===== config.mk =====
export PLATFORM = sky130hd
export DESIGN_NAME = mesi_line_ctrl
export DESIGN_NICKNAME = d
export VERILOG_FILES = /design/src/rtl/mesi_pkg.sv /design/src/rtl/mesi_line_array.sv /design/src/rtl/mesi_req_fsm.sv /design/src/rtl/mesi_line_ctrl.sv
export SDC_FILE = /design/constraint.sdc
export NUM_CORES = 1
export LEC_CHECK = 0
export CAP_MARGIN = 20
export CORE_MARGIN = 2
export CORE_UTILIZATION = 45
export CTS_CLUSTER_SIZE = 40
export DETAILED_ROUTE_END_ITERATION = 6
export DONT_BUFFER_PORTS = 1
export MAX_ROUTING_LAYER = met4
export SETUP_SLACK_MARGIN = 0.5
export SLEW_MARGIN = 40
export SYNTH_ARGS = -nofsm -noshare
export SYNTH_HDL_FRONTEND = slang
export SYNTH_HIERARCHICAL = 1
export SYNTH_SLANG_ARGS = --single-unit

===== constraint.sdc =====
create_clock -name clk -period 5.35 [get_ports clk]
set_input_delay 0.2675 -clock clk [delete_from_list [all_inputs] [get_ports clk]]
set_output_delay 0.2675 -clock clk [all_outputs]
set_load 0.02 [all_outputs]

===== src/rtl/mesi_pkg.sv =====
package mesi_pkg;

    typedef enum logic [1:0] {
        ST_I = 2'd0,
        ST_S = 2'd1,
        ST_E = 2'd2,
        ST_M = 2'd3
    } line_st_e;

    typedef enum logic [1:0] {
        OP_NONE = 2'd0,
        OP_RD   = 2'd1,
        OP_RDX  = 2'd2,
        OP_WB   = 2'd3
    } bus_op_e;

    typedef enum logic [2:0] {
        F_IDLE = 3'd0,
        F_WB   = 3'd1,
        F_FILL = 3'd2,
        F_UPG  = 3'd3,
        F_DONE = 3'd4
    } ctl_st_e;

    typedef struct packed {
        logic     hit;
        logic     shared;
        logic     flush;
        logic     supply;
        line_st_e nxt;
    } snp_resp_t;

    // Reaction of one line to a transaction observed from another cache.
    function automatic snp_resp_t snoop_react(line_st_e cur, bus_op_e op,
                                              logic valid, logic tag_eq);
        snp_resp_t r;
        r     = '0;
        r.nxt = cur;
        r.hit = valid && tag_eq && (cur != ST_I) &&
                (op == OP_RD || op == OP_RDX);
        if (r.hit) begin
            r.flush = (cur == ST_M);
            if (op == OP_RD) begin
                r.shared = 1'b1;
                r.supply = (cur == ST_E);
                r.nxt    = ST_S;
            end else begin
                r.nxt    = ST_I;
            end
        end
        return r;
    endfunction

endpackage


===== src/rtl/mesi_line_array.sv =====
module mesi_line_array
    import mesi_pkg::*;
#(
    parameter int NUM_LINES = 4,
    parameter int IDX_W     = 2,
    parameter int TAG_W     = 6
) (
    input  logic             clk,
    input  logic             rst,
    input  logic             snp_valid,
    input  bus_op_e          snp_op,
    input  logic [IDX_W-1:0] snp_idx,
    input  logic [TAG_W-1:0] snp_tag,
    output logic             snp_hit,
    output logic             snp_shared,
    output logic             snp_flush,
    output logic             snp_supply,
    input  logic [IDX_W-1:0] rd_idx,
    output logic [TAG_W-1:0] rd_tag,
    output line_st_e         rd_st,
    input  logic             lwr_en,
    input  logic [IDX_W-1:0] lwr_idx,
    input  logic [TAG_W-1:0] lwr_tag,
    input  line_st_e         lwr_st
);

    line_st_e [NUM_LINES-1:0]             st_v;
    logic     [NUM_LINES-1:0][TAG_W-1:0]  tag_v;
    snp_resp_t                            resp;

    always_comb begin
        resp = snoop_react(st_v[snp_idx], snp_op, snp_valid,
                           tag_v[snp_idx] == snp_tag);
    end

    assign snp_hit    = resp.hit;
    assign snp_shared = resp.shared;
    assign snp_flush  = resp.flush;
    assign snp_supply = resp.supply;
    assign rd_tag     = tag_v[rd_idx];
    assign rd_st      = st_v[rd_idx];

    for (genvar g = 0; g < NUM_LINES; g++) begin : g_line
        line_st_e         st_r;
        logic [TAG_W-1:0] tag_r;
        logic             snp_here;
        logic             lwr_here;

        assign snp_here = resp.hit && (snp_idx == IDX_W'(g));
        assign lwr_here = lwr_en && (lwr_idx == IDX_W'(g));

        // A snoop to this line overrides any local update in the same cycle.
        always_ff @(posedge clk) begin
            if (rst) begin
                st_r  <= ST_I;
                tag_r <= '0;
            end else if (snp_here) begin
                st_r  <= resp.nxt;
            end else if (lwr_here) begin
                st_r  <= lwr_st;
                tag_r <= lwr_tag;
            end
        end

        assign st_v[g]  = st_r;
        assign tag_v[g] = tag_r;
    end


    snoop_rd_dirty_chk: assert property (@(posedge clk) disable iff (rst)
        (resp.hit && snp_op == OP_RD && st_v[snp_idx] == ST_M)
        |=> st_v[$past(snp_idx)] == ST_S);


    snoop_rdx_inval_chk: assert property (@(posedge clk) disable iff (rst)
        (resp.hit && snp_op == OP_RDX) |=> st_v[$past(snp_idx)] == ST_I);

endmodule


===== src/rtl/mesi_req_fsm.sv =====
module mesi_req_fsm
    import mesi_pkg::*;
#(
    parameter int ADDR_W = 8,
    parameter int IDX_W  = 2,
    parameter int TAG_W  = 6
) (
    input  logic              clk,
    input  logic              rst,
    input  logic              cpu_valid,
    input  logic              cpu_we,
    input  logic [ADDR_W-1:0] cpu_addr,
    output logic              cpu_done,
    output logic              bus_req,
    output bus_op_e           bus_op,
    output logic [ADDR_W-1:0] bus_addr,
    input  logic              bus_gnt,
    input  logic              bus_shared_in,
    input  logic              snp_hit,
    input  logic [IDX_W-1:0]  snp_idx,
    output logic [IDX_W-1:0]  rd_idx,
    input  logic [TAG_W-1:0]  rd_tag,
    input  line_st_e          rd_st,
    output logic              lwr_en,
    output logic [IDX_W-1:0]  lwr_idx,
    output logic [TAG_W-1:0]  lwr_tag,
    output line_st_e          lwr_st
);

    ctl_st_e           state_q, state_d;
    logic              we_q;
    logic [ADDR_W-1:0] addr_q;
    logic              latch;
    logic [IDX_W-1:0]  cur_idx;
    logic [TAG_W-1:0]  cur_tag;
    logic              hit;
    logic              conflict;

    always_comb begin
        if (state_q == F_IDLE) begin
            cur_idx = cpu_addr[IDX_W-1:0];
            cur_tag = cpu_addr[ADDR_W-1:IDX_W];
        end else begin
            cur_idx = addr_q[IDX_W-1:0];
            cur_tag = addr_q[ADDR_W-1:IDX_W];
        end
    end

    assign rd_idx   = cur_idx;
    assign hit      = (rd_st != ST_I) && (rd_tag == cur_tag);
    assign conflict = snp_hit && (snp_idx == cur_idx);

    always_comb begin
        state_d  = state_q;
        latch    = 1'b0;
        cpu_done = 1'b0;
        bus_req  = 1'b0;
        bus_op   = OP_NONE;
        bus_addr = '0;
        lwr_en   = 1'b0;
        lwr_idx  = cur_idx;
        lwr_tag  = cur_tag;
        lwr_st   = ST_I;
        unique case (state_q)
            F_IDLE: begin
                if (cpu_valid && !conflict) begin
                    latch = 1'b1;
                    if (hit) begin
                        if (!cpu_we) begin
                            state_d = F_DONE;
                        end else begin
                            unique case (rd_st)
                                ST_M:    state_d = F_DONE;
                                ST_E: begin
                                    lwr_en  = 1'b1;
                                    lwr_st  = ST_M;
                                    state_d = F_DONE;
                                end
                                default: state_d = F_UPG;
                            endcase
                        end
                    end else if (rd_st == ST_M) begin
                        state_d = F_WB;
                    end else begin
                        state_d = F_FILL;
                    end
                end
            end
            F_WB: begin
                if (rd_st != ST_M) begin
                    // victim already cleaned by a snoop: nothing to write back
                    state_d = F_FILL;
                end else begin
                    bus_req  = 1'b1;
                    bus_op   = OP_WB;
                    bus_addr = {rd_tag, cur_idx};
                    if (bus_gnt) begin
                        lwr_en  = 1'b1;
                        lwr_tag = rd_tag;
                        lwr_st  = ST_I;
                        state_d = F_FILL;
                    end
                end
            end
            F_FILL: begin
                bus_req  = 1'b1;
                bus_op   = we_q ? OP_RDX : OP_RD;
                bus_addr = addr_q;
                if (bus_gnt) begin
                    lwr_en  = 1'b1;
                    lwr_st  = we_q ? ST_M : (bus_shared_in ? ST_S : ST_E);
                    state_d = F_DONE;
                end
            end
            F_UPG: begin
                bus_req  = 1'b1;
                bus_op   = OP_RDX;
                bus_addr = addr_q;
                if (bus_gnt) begin
                    lwr_en  = 1'b1;
                    lwr_st  = ST_M;
                    state_d = F_DONE;
                end
            end
            F_DONE: begin
                cpu_done = 1'b1;
                state_d  = F_IDLE;
            end
            default: state_d = F_IDLE;
        endcase
    end

    always_ff @(posedge clk) begin
        if (rst) begin
            state_q <= F_IDLE;
            we_q    <= 1'b0;
            addr_q  <= '0;
        end else begin
            state_q <= state_d;
            if (latch) begin
                we_q   <= cpu_we;
                addr_q <= cpu_addr;
            end
        end
    end


    req_hold_chk: assert property (@(posedge clk) disable iff (rst)
        (bus_req && !bus_gnt && !snp_hit)
        |=> (bus_req && $stable(bus_op) && $stable(bus_addr)));


    grant_done_chk: assert property (@(posedge clk) disable iff (rst)
        (bus_req && bus_gnt && (bus_op == OP_RD || bus_op == OP_RDX))
        |=> cpu_done);


    wb_then_fill_chk: assert property (@(posedge clk) disable iff (rst)
        (bus_req && bus_gnt && bus_op == OP_WB)
        |=> (bus_req && (bus_op == OP_RD || bus_op == OP_RDX)));


    silent_upgrade_chk: assert property (@(posedge clk) disable iff (rst)
        (state_q == F_IDLE && cpu_valid && cpu_we && !conflict && hit &&
         rd_st == ST_E) |=> (cpu_done && !bus_req));


    done_pulse_chk: assert property (@(posedge clk) disable iff (rst)
        cpu_done |=> !cpu_done);

endmodule


===== src/rtl/mesi_line_ctrl.sv =====
module mesi_line_ctrl
    import mesi_pkg::*;
#(
    parameter int ADDR_W    = 8,
    parameter int NUM_LINES = 4
) (
    input  logic              clk,
    input  logic              rst,
    input  logic              cpu_req_valid,
    input  logic              cpu_req_we,
    input  logic [ADDR_W-1:0] cpu_req_addr,
    output logic              cpu_done,
    output logic              bus_req,
    output logic [1:0]        bus_op,
    output logic [ADDR_W-1:0] bus_addr,
    input  logic              bus_gnt,
    input  logic              bus_shared_in,
    input  logic              snp_valid,
    input  logic [1:0]        snp_op,
    input  logic [ADDR_W-1:0] snp_addr,
    output logic              snp_shared,
    output logic              snp_flush,
    output logic              snp_supply
);

    localparam int IDX_W = $clog2(NUM_LINES);
    localparam int TAG_W = ADDR_W - IDX_W;

    bus_op_e          bus_op_w;
    bus_op_e          snp_op_w;
    logic             snp_hit;
    logic [IDX_W-1:0] rd_idx;
    logic [TAG_W-1:0] rd_tag;
    line_st_e         rd_st;
    logic             lwr_en;
    logic [IDX_W-1:0] lwr_idx;
    logic [TAG_W-1:0] lwr_tag;
    line_st_e         lwr_st;

    assign snp_op_w = bus_op_e'(snp_op);
    assign bus_op   = bus_op_w;

    mesi_line_array #(
        .NUM_LINES (NUM_LINES),
        .IDX_W     (IDX_W),
        .TAG_W     (TAG_W)
    ) u_array (
        .clk        (clk),
        .rst        (rst),
        .snp_valid  (snp_valid),
        .snp_op     (snp_op_w),
        .snp_idx    (snp_addr[IDX_W-1:0]),
        .snp_tag    (snp_addr[ADDR_W-1:IDX_W]),
        .snp_hit    (snp_hit),
        .snp_shared (snp_shared),
        .snp_flush  (snp_flush),
        .snp_supply (snp_supply),
        .rd_idx     (rd_idx),
        .rd_tag     (rd_tag),
        .rd_st      (rd_st),
        .lwr_en     (lwr_en),
        .lwr_idx    (lwr_idx),
        .lwr_tag    (lwr_tag),
        .lwr_st     (lwr_st)
    );

    mesi_req_fsm #(
        .ADDR_W (ADDR_W),
        .IDX_W  (IDX_W),
        .TAG_W  (TAG_W)
    ) u_fsm (
        .clk           (clk),
        .rst           (rst),
        .cpu_valid     (cpu_req_valid),
        .cpu_we        (cpu_req_we),
        .cpu_addr      (cpu_req_addr),
        .cpu_done      (cpu_done),
        .bus_req       (bus_req),
        .bus_op        (bus_op_w),
        .bus_addr      (bus_addr),
        .bus_gnt       (bus_gnt),
        .bus_shared_in (bus_shared_in),
        .snp_hit       (snp_hit),
        .snp_idx       (snp_addr[IDX_W-1:0]),
        .rd_idx        (rd_idx),
        .rd_tag        (rd_tag),
        .rd_st         (rd_st),
        .lwr_en        (lwr_en),
        .lwr_idx       (lwr_idx),
        .lwr_tag       (lwr_tag),
        .lwr_st        (lwr_st)
    );

endmodule


; After elaboration in Yosys (flattened, before gate mapping)
; Index checks and enable logic that the tools add are counted.
[word_totals]
word_cells = 132
romBits = 0
input_bits = 25
ram_bits = 0
mem_count = 0
latch_bits = 0
register_bits = 44
output_inout_bits = 15
[classes]
muxes = 60
n_bitwise = 4
n_addsub = 0
shifts = 0
eq_ne = 23
reduce_logical = 32
n_mul = 0
div_mod_pow = 0
n_lt_le_gt_ge = 2
[ops]
columns = op, count
row1 = 2-bit 2-to-1 mux, 22
row2 = 6-bit 2-to-1 mux, 6
row3 = 6-bit binary-select mux with 2-bit select, 2
row4 = 3-bit 2-to-1 mux, 7
row5 = 2-bit equality test (second input constant), 9
row6 = 8-bit case mux with 2 select lines, 1
row7 = 1-bit logical AND, 14
row8 = 1-bit 2-to-1 mux, 13
row9 = 6-bit equality test, 2
row10 = 2-bit case mux with 3 select lines, 2
row11 = 2-bit nonzero test, 6
row12 = 3-bit case mux with 3 select lines, 1
row13 = 2-bit binary-select mux with 2-bit select, 2
row14 = 8-bit 2-to-1 mux, 1
row15 = 2-bit AND reduction, 4
row16 = 2-bit by 1-bit equality test with 1-bit output (second input constant), 3
row17 = 3-bit by 2-bit equality test with 1-bit output (second input constant), 2
row18 = 2-bit by 3-bit < comparator with 1-bit output (second input constant), 2
row19 = 5-bit 2-to-1 mux, 1
row20 = 2-bit zero test, 2
row21 = 2-bit != test (second input constant), 2
row22 = 1-bit inverter, 4
row23 = 2-bit OR reduction, 2
row24 = 3-bit by 1-bit equality test with 1-bit output (second input constant), 1
row25 = other kinds (10), 10

; Longest topological paths before layout
[depth]
depth_word = 14
mapped_depth = 20
ltp_nobuf = 15

; Modules after synthesis
; The synthesis kept the hierarchy.
[modules_own_cells]
columns = mod, area_each_um2, cells_per_inst, seq_area_each_um2, instances
row1 = mesi_line_array, 1873.0, 174, 640.6, 1
row2 = mesi_req_fsm, 1174.9, 153, 240.2, 1

; Least setup slack after synthesis
; No wires, ideal clock.
[synth_timing]
kind = register -> register
startpoint = register u_fsm.state_q[1]
endpoint = register u_array.g_line[0].tag_r[0]
required_time_ns = 5.278
stages_incl_launch_ff = 16
path_slack_ns = 1.092
n_path_buf = 3
period_less_slack_ns = 4.258
setup_ns = 0.072
arrival_ns = 4.186
cell_sequence = dfxtp_1 > buf_6 > nor3_2 > mux2_2 > buf_4 > clkbuf_1 > mux4_2 > xnor2_1 > a31oi_1 > a2111oi_4 > nand4_2 > nand3b_1 > nand2_1 > nor3b_1 > a21boi_2 > mux2i_1
[synth_via]
elab_cells_between_ends = 32
classes_between = 7 x eq/ne / 15 x mux / 10 x reduce/logical
[synth_rtl]
columns = element, line_no
row1 = "start, declared", mesi_req_fsm.sv:30  ; ctl_st_e state_q, state_d;
row2 = "start signal, assigned", mesi_req_fsm.sv:139  ; state_q <= state_d;
row3 = 3-bit zero test, mesi_req_fsm.sv:40  ; if (state_q == F_IDLE) begin
row4 = 2-bit 2-to-1 mux, mesi_req_fsm.sv:40
row5 = net lwr_idx[0], mesi_line_ctrl.sv:36  ; logic [IDX_W-1:0] lwr_idx;
row6 = 6-bit binary-select mux with 2-bit select, mesi_line_array.sv:40  ; assign rd_tag = tag_v[rd_idx];
row7 = 6-bit 2-to-1 mux (implied by the code), mesi_line_array.sv:40
row8 = net rd_tag[5], mesi_line_ctrl.sv:33  ; logic [TAG_W-1:0] rd_tag;
row9 = 6-bit equality test, mesi_req_fsm.sv:50  ; assign hit = (rd_st != ST_I) && (rd_tag == cur_tag);
row10 = 1-bit logical AND, mesi_req_fsm.sv:50
row11 = 1-bit 2-to-1 mux, mesi_req_fsm.sv:68  ; if (hit) begin
row12 = 1-bit 2-to-1 mux, mesi_req_fsm.sv:66  ; if (cpu_valid && !conflict) begin
row13 = 1-bit case mux with 3 select lines, mesi_req_fsm.sv:64  ; unique case (state_q)
row14 = net lwr_en, mesi_line_ctrl.sv:35  ; logic lwr_en;
row15 = 1-bit logical AND, mesi_line_array.sv:50  ; assign lwr_here = lwr_en && (lwr_idx == IDX_W'(g));
row16 = 2-bit AND reduction (no source line), n/a
row17 = "end signal, assigned", mesi_line_array.sv:61  ; tag_r <= lwr_tag;
row18 = "end, declared", mesi_line_array.sv:45  ; logic [TAG_W-1:0] tag_r;
; The timed path passes the listed nets, and every way through them passes these cells. The select of a mux whose other input is x is not followed.
; A chain may end at the register's enable or synchronous reset.

; Worst setup path after layout
[layout_timing]
startpoint = register u_fsm.state_q[0]
endpoint = register u_array.g_line[0].tag_r[4]
; Same word-level chain as after synthesis.

==> flow_summary.ini <==
[placed_design]
detailedPlacementHpwl_um = 5310
routabilityCongestion = 0.833
io_buffers = 0
placedInstanceArea_um2 = 3010

[logic_synthesis]
synth_top_area_cell = sky130_fd_sc_hd__dfxtp_1
synth_seq_cells = 44
yosysWarnings = 6
synth.area.top_cells = sky130_fd_sc_hd__dfxtp_1, sky130_fd_sc_hd__mux2i_1, sky130_fd_sc_hd__nand2_1
synth_top_cell_area_share_pct = 28.9
synth-main-ff-cell = sky130_fd_sc_hd__dfxtp_1
syn-num-nets = 353
post_synth_num_cell_types = 60
synth-edff-count = 0
synthArstFlopShare_pct = 0
syn_inst = 327
synth_area_per_cell_um2 = 9.32
summed_instance_area_of_the_synthesized_netlist_um2 = 3050
synth_sequential_area_ratio_pct = 28.9

[timing]
hold_viol_final = 0
timing_worst_slew_pin_value_ns = 0.679
fin_skew_ns = 0.00561
timing.max_slew.rel_slack_pct = 54.6
report.final.slew_viol_count = 0
min_period_over_period_pct = 83.8
rsz_0062_raised_after_global_routing = false
finalSetupViolCount = 0
max_clock_freq_mhz = 223
finalCriticalPeriod_ns = 4.48
setup_total_negative_slack_ns = 0

[route]
detail_route.wirelength.met1_um = 3610
drc = 0
met3_length_um = 430
first_iter_violations = 152
ant_nets = 0
route.final.wire_length_um = 7540
drt_pre_antenna_iters = 5
top_signal_layer_used = met4
route.detailed.wl_per_inst_um = 19.3
met2RoutedLength_um = 3440
avgViaCountPerCell = 6.24
route.vias.total = 2434

[grt]
grt.total_usage_pct = 21.3
grt_start_max_net_pins = 33
first_global_vias = 2315
gr-total-overflow = 0
grt_antenna_before_repair = 0
grt_pass1_wl_um = 12100

[die]
num_io_pins = 40
core.rowCount = 29
die_footprint_um2 = 7450
die_height_um = 86.3
initial_utilization_pct = 47.2
core_area_um2 = 6460
die_x_um = 86.3

[worst_hold_path]
worst_hold_startpoint = rst
hold_path_end = u_fsm/addr_q[1]
worst_hold_path_type = in -> reg
worst_hold_path_cell_count = 1

[cts]
tritoncts_clock_tree = yes
htreeDepth = 2
cts_buffer_depth = 2
number_of_sinks_on_the_clock_net = 44
cts.repair_timing.setup_buffer_count = 0
clock_latency_ns = 0.30
path_clk_slew_ns = 0.09
cts_inserted_buffers = 5
root_buffer_cell = sky130_fd_sc_hd__clkbuf_8

[final_layout]
proportion_of_layout_cells_with_a_drive_suffix_above_1_pct = 12.1
diodes = 0
areaGrowthSynthToFinish_pct = 2.83
finalNetCount = 338
design_area_um2 = 3130

[worst_setup_path]
critical_path_arrival_ns = 4.72
worst_ep_required_ns = 5.59
worstReg2RegStart = u_fsm/state_q[0]
worstRegToRegCells = 13
cp-end-kind = flop
startpoint_type = flop
worst-setup-path-type = reg -> reg
worst_r2r_endpoint = u_array/g_line[0].tag_r[4]
critical_path_peak_fanout = 16
r2r_setup_slack_ns = 0.87

[pwr]
power_density_nw_per_um2 = 232
power.static_leakage_nw = 1.31
worst_ir_drop_vdd_mv = 0.0904

[run]
timing.max_cap.violations = 0

[run_status]
status = completed
[worst max-delay path by stage]
stage / from / to / slack, ns / cells after the start
after floorplan: u_fsm/state_q[1] / u_array/g_line[0].tag_r[0] / 1.09 / 15
after global placement: u_fsm/state_q[0] / u_array/g_line[0].tag_r[4] / 0.93 / 13
after detailed placement: u_fsm/state_q[0] / u_array/g_line[0].tag_r[2] / 0.83 / 13
after CTS: u_fsm/state_q[0] / u_array/g_line[0].tag_r[4] / 0.79 / 13
after global routing: u_fsm/state_q[0] / u_array/g_line[0].tag_r[4] / 0.52 / 13
final: u_fsm/state_q[0] / u_array/g_line[0].tag_r[4] / 0.87 / 13
[kinds of logic after synthesis]
family	synth area share, %
and+or+nand+nor	20.4
muxes	27.3
AOI/OAI and AO/OA	13.8
DFF	28.9
buffers and inverters	5.79
xor gates and xnor gates	3.45
adders and majority gates	0.410
[power breakdown]
part	internal, mW	total, mW	switching, mW
Clock	0.141	0.268	0.127
Combinational	0.0478	0.113	0.0654
Sequential	0.336	0.346	0.0102
[cell type report]
| type | instances | area [um2] |
|---|---|---|
| fill | 605 | 3320 |
| multi-input combinational | 253 | 2000 |
| sequential | 44 | 881 |
| tap | 77 | 96.3 |
| clock buffer | 5 | 68.8 |
| clock inverter | 3 | 46.3 |
| timing repair buffer | 3 | 22.5 |
| inverter | 5 | 18.8 |
[repair_timing]
action / 4_1_cts / 5_1_grt
endpoints found under the setup margin: 0 / 6
hold buffers: 0 / 0
gates resized for setup: 0 / 1
[cells in the mapped netlist, drive strengths merged, types with 5 or more instances]
cell,instances
inv,5
nand2,58
mux2,5
clkbuf,11
dfxtp,44
a31oi,6
buf,14
nand2b,9
mux2i,41
nor2,25
a21oi,7
a22o,8
xnor2,9
o21ai,6
mux4,15
[worst max-delay path, cell delays in order (launching register included)]
cell and delay [ns]:
sky130_fd_sc_hd__dfxtp_1 0.61, sky130_fd_sc_hd__nor3_2 0.06, sky130_fd_sc_hd__buf_4 0.20, sky130_fd_sc_hd__mux2_2 0.54
sky130_fd_sc_hd__mux4_2 0.62, sky130_fd_sc_hd__xnor2_1 0.15, sky130_fd_sc_hd__a31oi_1 0.13, sky130_fd_sc_hd__a2111oi_4 0.34
sky130_fd_sc_hd__nand4_2 0.22, sky130_fd_sc_hd__nand3b_1 0.25, sky130_fd_sc_hd__nand2_1 0.16, sky130_fd_sc_hd__nor3b_1 0.48
sky130_fd_sc_hd__a21boi_4 0.42, sky130_fd_sc_hd__mux2i_1 0.22
[metrics by stage]
step | std cells | worst slack [ns] | util, % | total power [mW] | hold WS [ns]
after floorplan | 327 | 1.09 | - | 0.456 | 0.337
final | 390 | 0.867 | 48.5 | 0.727 | 0.0254
after global placement | 382 | 0.927 | 46.6 | 0.465 | 0.340
after CTS | 390 | 0.786 | 48.4 | 0.735 | 0.0114
after global routing | 390 | 0.522 | 48.5 | 0.761 | 0.00216
after detailed placement | 382 | 0.833 | 46.6 | 0.466 | 0.342
[sequential cells by signal (all words and copies together), names as in the netlist]
register              count
u_array/g_line.tag_r     24
u_array/g_line.st_r       8
u_fsm/we_q                1
u_fsm/state_q             3
u_fsm/addr_q              8
[cell usage in the layout, fill, tap and decap left out, types with 3 or more instances in the layout]
cell                       synthesis  routed
sky130_fd_sc_hd__nand2_1          58      58
sky130_fd_sc_hd__dfxtp_1          44      44
sky130_fd_sc_hd__mux2i_1          41      41
sky130_fd_sc_hd__nor2_1           25      25
sky130_fd_sc_hd__xnor2_1           9       9
sky130_fd_sc_hd__nand2b_1          8       8
sky130_fd_sc_hd__mux4_2            8       8
sky130_fd_sc_hd__a22o_1            8       8
sky130_fd_sc_hd__mux4_1            7       7
sky130_fd_sc_hd__a21oi_1           7       7
sky130_fd_sc_hd__a31oi_1           6       6
sky130_fd_sc_hd__clkbuf_8          0       5
sky130_fd_sc_hd__mux2_2            5       5
sky130_fd_sc_hd__o21ai_0           5       5
sky130_fd_sc_hd__inv_1             5       4
sky130_fd_sc_hd__nand3_1           4       4
sky130_fd_sc_hd__buf_4             4       3
sky130_fd_sc_hd__nand4_1           3       3
sky130_fd_sc_hd__nor2b_1           4       3
sky130_fd_sc_hd__nor3b_1           3       3
sky130_fd_sc_hd__nand3b_1          3       3
sky130_fd_sc_hd__o211a_1           3       3
sky130_fd_sc_hd__xor2_1            3       3
[metal layers]
layer,global-route usage (%),vias up
li1,-,1162
met1,29.5,1197
met2,32.2,71
met3,3.90,4
met4,5.97,0
met5,-,-
Note: power is estimated with default switching activity, not from simulation.
